<file path="src/rtl/lane_split_seq.sv">
module lane_split_seq #(
  parameter int AW = 20,
  parameter int DW = 16
) (
  input  logic          clk,
  input  logic          rst_n,
  input  logic          req_valid,
  input  logic          req_write,
  input  logic          req_word,
  input  logic [AW-1:0] req_addr,
  input  logic [DW-1:0] req_wdata,
  output logic          busy,
  output logic          bus_valid,
  output logic          bus_we,
  output logic [AW-2:0] bus_waddr,
  output logic          bus_a0,
  output logic          bus_hbe_n,
  output logic [DW-1:0] bus_wdata,
  input  logic [DW-1:0] bus_rdata,
  output logic          done,
  output logic [DW-1:0] rdata
);
  localparam int BW = DW / 2;

  typedef enum logic [1:0] {S_IDLE, S_FIRST, S_SECOND} st_t;

  st_t           st;
  logic          op_we, op_word;
  logic [AW-1:0] op_addr;
  logic [DW-1:0] op_wdata;
  logic [BW-1:0] lo_q;
  logic          done_q;
  logic [DW-1:0] rdata_q;

  logic          odd, split;
  logic [AW-1:0] next_addr, cur_addr;
  logic [DW-1:0] lane_wd;
  logic [BW-1:0] sel_lane;

  assign odd       = op_addr[0];
  assign split     = op_word & odd;
  assign next_addr = op_addr + AW'(1);
  assign sel_lane  = odd ? bus_rdata[DW-1:BW] : bus_rdata[BW-1:0];

  always_comb begin
    cur_addr  = op_addr;
    bus_hbe_n = 1'b1;
    bus_a0    = 1'b0;
    lane_wd   = '0;
    case (st)
      S_FIRST: begin
        if (op_word && !odd) begin
          bus_hbe_n = 1'b0;
          lane_wd   = op_wdata;
        end else if (odd) begin
          bus_hbe_n = 1'b0;
          bus_a0    = 1'b1;
          lane_wd   = {op_wdata[BW-1:0], {BW{1'b0}}};
        end else begin
          lane_wd   = {{BW{1'b0}}, op_wdata[BW-1:0]};
        end
      end
      S_SECOND: begin
        cur_addr = next_addr;
        lane_wd  = {{BW{1'b0}}, op_wdata[DW-1:BW]};
      end
      default: ;
    endcase
  end

  assign busy      = (st != S_IDLE);
  assign bus_valid = busy;
  assign bus_we    = busy & op_we;
  assign bus_waddr = cur_addr[AW-1:1];
  assign bus_wdata = op_we ? lane_wd : '0;
  assign done      = done_q;
  assign rdata     = rdata_q;

  always_ff @(posedge clk or negedge rst_n) begin
    if (!rst_n) begin
      st       <= S_IDLE;
      op_we    <= 1'b0;
      op_word  <= 1'b0;
      op_addr  <= '0;
      op_wdata <= '0;
      lo_q     <= '0;
      done_q   <= 1'b0;
      rdata_q  <= '0;
    end else begin
      done_q <= 1'b0;
      case (st)
        S_IDLE: if (req_valid) begin
          op_we    <= req_write;
          op_word  <= req_word;
          op_addr  <= req_addr;
          op_wdata <= req_wdata;
          st       <= S_FIRST;
        end
        S_FIRST: begin
          if (split) begin
            lo_q <= bus_rdata[DW-1:BW];
            st   <= S_SECOND;
          end else begin
            st      <= S_IDLE;
            done_q  <= 1'b1;
            rdata_q <= op_we ? '0 : (op_word ? bus_rdata : {{BW{1'b0}}, sel_lane});
          end
        end
        S_SECOND: begin
          st      <= S_IDLE;
          done_q  <= 1'b1;
          rdata_q <= op_we ? '0 : {bus_rdata[BW-1:0], lo_q};
        end
        default: st <= S_IDLE;
      endcase
    end
  end
endmodule

</file>
<file path="config.mk">
export PLATFORM = sky130hd
export DESIGN_NAME = lane_split_seq
export DESIGN_NICKNAME = d
export VERILOG_FILES = /design/src/rtl/lane_split_seq.sv
export SDC_FILE = /design/constraint.sdc
export NUM_CORES = 1
export LEC_CHECK = 0
export BUFFER_PORTS_ARGS = -buffer_cell sky130_fd_sc_hd__buf_2
export CAP_MARGIN = 15
export CORE_UTILIZATION = 40
export DETAILED_ROUTE_END_ITERATION = 10
export PLACE_DENSITY = 0.62
export SLEW_MARGIN = 20
export SYNTH_ARGS = -nofsm -noshare
export SYNTH_HDL_FRONTEND = slang
export SYNTH_SLANG_ARGS = --single-unit
</file>
<file path="constraint.sdc">
create_clock -name clk -period 2.9 [get_ports clk]
set_input_delay 0.435 -clock clk [delete_from_list [all_inputs] [get_ports clk]]
set_output_delay 0.435 -clock clk [all_outputs]
set_load 0.05 [all_outputs]
</file>
# Word level (Yosys, flattened, before mapping)
# Index checks and enable logic that the tools add are counted.
[classes]
n_mux = 22
n_bitwise = 2
add_sub_neg = 1
n_reduce_logical = 8
eq_ne = 4
[ops]
columns = ["cell", "count"]
rows = [
  ["$mux W16", 7],
  ["$pmux W16 S2", 2],
  ["$add A20 B1 Y20 const B", 1],
  ["$mux W20", 1],
  ["$mux W8", 1],
  ["$mux W1", 7],
  ["$reduce_and A2 Y1", 3],
  ["$mux W2", 2],
  ["$ne A2 B2 Y1 const B", 2],
  ["$pmux W2 S2", 1],
  ["$reduce_bool A2 Y1", 2],
  ["$and A1 B1 Y1", 2],
  ["$eq A2 B1 Y1 const B", 1],
  ["$eq A2 B2 Y1 const B", 1],
  ["$logic_not A2 Y1", 1],
  ["$pmux W1 S2", 1],
  ["$logic_and A1 B1 Y1", 1],
  ["$logic_not A1 Y1", 1],
]
[word_totals]
input_bits = 57
regBits = 65
out_inout_bits = 57
wordCells = 45

# Logic depth before layout (Yosys ltp)
[logic_depth]
ltp_word = 5
mapped_depth = 7
mapped_depth_nobuf = 6

# Least setup slack after synthesis
# OpenSTA, ideal clock, no wires.
[synth_path]
kind = "reg-to-output"
from = "register st[0]"
to = "output port bus_waddr[18]"
arrival_ps = 2383
path_stages_with_launch = 8
path_slack_ps = 82
required_time_ps = 2465
path_buffers = 1
cell_sequence = "dfrtp_1 -> inv_1 -> ha_1 -> nand3_2 -> or4_4 -> buf_6 -> nor3_4 -> xor2_1"
[synth_via]
elab_chain_cells = 2
[synth_lines]
columns = ["item", "line_no", "text"]
rows = [
  ["from (decl)", "27", "st_t st;"],
  ["from (signal assigned)", "81", "st <= S_IDLE;"],
  ["from (signal assigned)", "97", "st <= S_FIRST;"],
  ["from (signal assigned)", "102", "st <= S_SECOND;"],
  ["$eq A2 B2 Y1", "50", "case (st)"],
  ["$mux W20", "50", ""],
  ["to (decl)", "15", "output logic [AW-2:0] bus_waddr,"],
]
# Every way passes these cells.

# Final worst setup path
[layout_path]
from = "register st[0]"
to = "output port bus_waddr[17]"
# The elaborated chain is that of the path after synthesis.

==> results by group <==
Outcome
  – Status: finished, violations left
  – Failing checks: design-rule violations

Finish
  – Cell area after layout: around 4200 um2
  – Post-layout util: 0.516
  – Ant. Diodes: 0
  – Commonest cells after routing, fill and taps aside: buf_2 (109), dfrtp_1 (65), mux2_2 (63), nor2_1 (24), a22oi_1 (24)
  – Commonest non-fill, non-tap cell in the layout: buf_2
  – Final #Nets: approximately 460
  – Post-Layout Cell Count: 513
  – Share of cells above drive strength 1: 0.500
  – Layout Area Growth over Synthesis: 25.8%

Synth
  – YS warnings: 0
  – Syn Nets: 353
  – Register bit count reported by yosys: 65
  – Most used DFF post-synth: dfrtp_1
  – Mapped Area: 3350 um2
  – Syn Area/Cell: between 10 and 15 um2
  – Sequential fraction of the synthesis area: 0.485
  – EDFF count, synth: 0
  – Synth async-reset ratio: 1.00
  – Synth unique cells: 30
  – Syn Inst Count: 292

Clocking
  – Root Buffer: clkbuf_8
  – Clk slew on worst S/H paths: 0.07 ns
  – Total CTS buffers: 9
  – Clk_lat worst skew: 0.33 ns
  – CTS tree: yes
  – CTS Sinks: 65
  – # hold bufs at CTS: 0
  – CTS max path bufs: 2
  – H-tree depth: 3

Floorplan
  – Die Span Y: 93.6 um
  – I/O pin count: 114
  – Starting Density: 0.410
  – DIE WIDTH: ~94 um
  – Die ar.: 8750 um2
  – Site Rows: 33
  – Core area: 8180 um2

Detailed routing
  – Initial drt markers: 110
  – Vias: approximately 2.6k
  – DRC viols: 2
  – Post-DR wirelength/cell: 15.8 um
  – Detail Route Antenna Nets: 0
  – Post-Route WL: 8100 um
  – Vias per cell: 5.16
  – Drt first pass iters: 7

Critical path
  – CP Capture Type: primary output
  – R2r endpoint: rdata[15]
  – Reg2Reg Depth: 6
  – Crit path required time: 2.47 ns
  – FF-to-FF setup slack: a little under 0.9 ns
  – CP Max Fanout: 5
  – CP Class: flop to primary output
  – Worst setup SP type: flop
  – Reg-to-Reg Start: st[0]
  – CP arrival: approximately 2.3 ns

STA
  – Relative slew slack: 0.534
  – Final Max Tran Viols: 0
  – Hold slack: 0.0494 ns
  – Layout Skew: approximately 0.007 ns
  – Final worst slack: roughly 0.13 ns
  – Endpoints failing setup: 0
  – Slew @ Worst Pin: ~0.7 ns
  – Fin. Hold Viols: 0
  – FMAX: 0.361 GHz
  – Tmin final: 2.77 ns
  – RSZ-0062 raised after global routing: yes
  – Final period util: 0.955
  – Final TNS setup: 0 ns

Pwr
  – LEAKAGE: 2.00 nW
  – P per Cell Area: 1310 nW/um2
  – Reg power frac: 0.312
  – Max VDD drop: 813 uV
  – Sw Ratio: 0.496
  – Clk network pwr share: 0.136
  – Total power: roughly 5.5 mW
  – Internal power: 2.78 mW
  – Sw Pwr: 2.74 mW
  – Comb power frac: 0.552

Placed design
  – DP HPWL: 5810 um
  – GPL Wtd Cong: 0.811
  – Buffers on Ports: 113
  – Pre-CTS setup slack: 0.414 ns
  – Area after DPL: roughly 4000 um2
  – Placed insts: 497

Hold path
  – Min-delay worst type: input pin to asynchronous set/reset pin

GRT
  – Grt total ovfl: 0
  – Antenna violations before repair: 0
  – Largest net degree at the start of global routing: 39
  – First-pass GRT wire length: 13000 um
  – Vias in the first global route: 2629
  – Global router's overall resource usage: 0.192

Run
  – MaxCap Viol Count: 0
cells in the mapped netlist (all sizes together) (2+ instances only):
cell type / count / area, um2
inv: 5 / 18.8
nor4: 4 / 25.0
nand2: 20 / 75.1
nand4: 4 / 25.0
nor3: 2 / 26.3
nor2: 24 / 90.1
xor2: 11 / 96.3
a22oi: 24 / 180
nand3: 10 / 60.1
xnor2: 7 / 61.3
ha: 4 / 50.1
nor2b: 5 / 31.3
and3: 2 / 12.5
mux2: 63 / 709
a22o: 8 / 70.1
dfrtp: 65 / 1630
buf: 9 / 47.6
nand2b: 2 / 12.5
clkbuf: 10 / 37.5
o31ai: 8 / 60.1
routing by layer:
layer | track usage | vias up | share of wire
li1 | - | 1266 | -
met1 | 0.255 | 1296 | 0.44
met2 | 0.314 | 78 | 0.50
met3 | 0.0309 | 9 | 0.053
met4 | 0.0756 | 0 | 0.0096
met5 | 0 | - | 0
cell type report:
| cell class | instances | area [um2] |
|---|---|---|
| Clock buffer | 9 | 124 |
| Clock inverter | 7 | 71.3 |
| Fill cell | 784 | 3960 |
| Inverter | 5 | 18.8 |
| Multi-Input combinational cell | 203 | 1630 |
| Sequential cell | 65 | 1630 |
| Tap cell | 105 | 131 |
| Timing Repair Buffer | 119 | 621 |
critical path: stages, from the launching register on:
cell	delay, ns
dfrtp_1	0.40
inv_1	0.09
ha_2	0.22
nand4_1	0.22
nor4_1	0.49
nand3_1	0.16
xnor2_1	0.15
buf_2	0.27
cell families after synthesis:
logic type,count (synthesis),share of synthesized area
flip-flops,65,0.485
XOR/XNOR,18,0.0470
multiplexers,64,0.215
adder cells (fa/ha/maj),4,0.0149
buffers and inverters,24,0.0310
AO/OA/AOI/OAI,42,0.0955
AND/OR/NAND/NOR,75,0.112
flip-flops by register name, summed over array words and instances, names as in the netlist:
signal,cells
st,2
op_we,1
op_wdata,16
rdata,16
done,1
op_addr,20
op_word,1
lo_q,8
worst max-delay path by stage:
stage,start,cells after the start,end,slack (ns)
2_1_floorplan,st[0],7,bus_waddr[18],0.08
3_3_place_gp,st[0],7,bus_waddr[18],0.45
3_5_place_dp,st[0],7,bus_waddr[18],0.41
4_1_cts,st[0],7,bus_waddr[18],0.05
5_1_grt,st[0],7,bus_waddr[17],-0.05
6_report,st[0],7,bus_waddr[17],0.13
timing repair:
action                                  4_1_cts  5_1_grt
hold endpoints to repair                      0        0
gates resized for setup                       0        7
setup buffers                                 0        0
endpoints found under the setup margin        0        7
power by group through the flow:
stage          Sequential [mW]  Combinational, mW  Clock, mW
4_1_cts                   1.71               3.04      0.774
3_5_place_dp              1.73               3.03          0
6_report                  1.72               3.04      0.749
2_1_floorplan             1.84               2.23          0
5_1_grt                   1.78               3.26      0.810
3_3_place_gp              1.71               3.01          0
(Power assumes the default switching activity.)
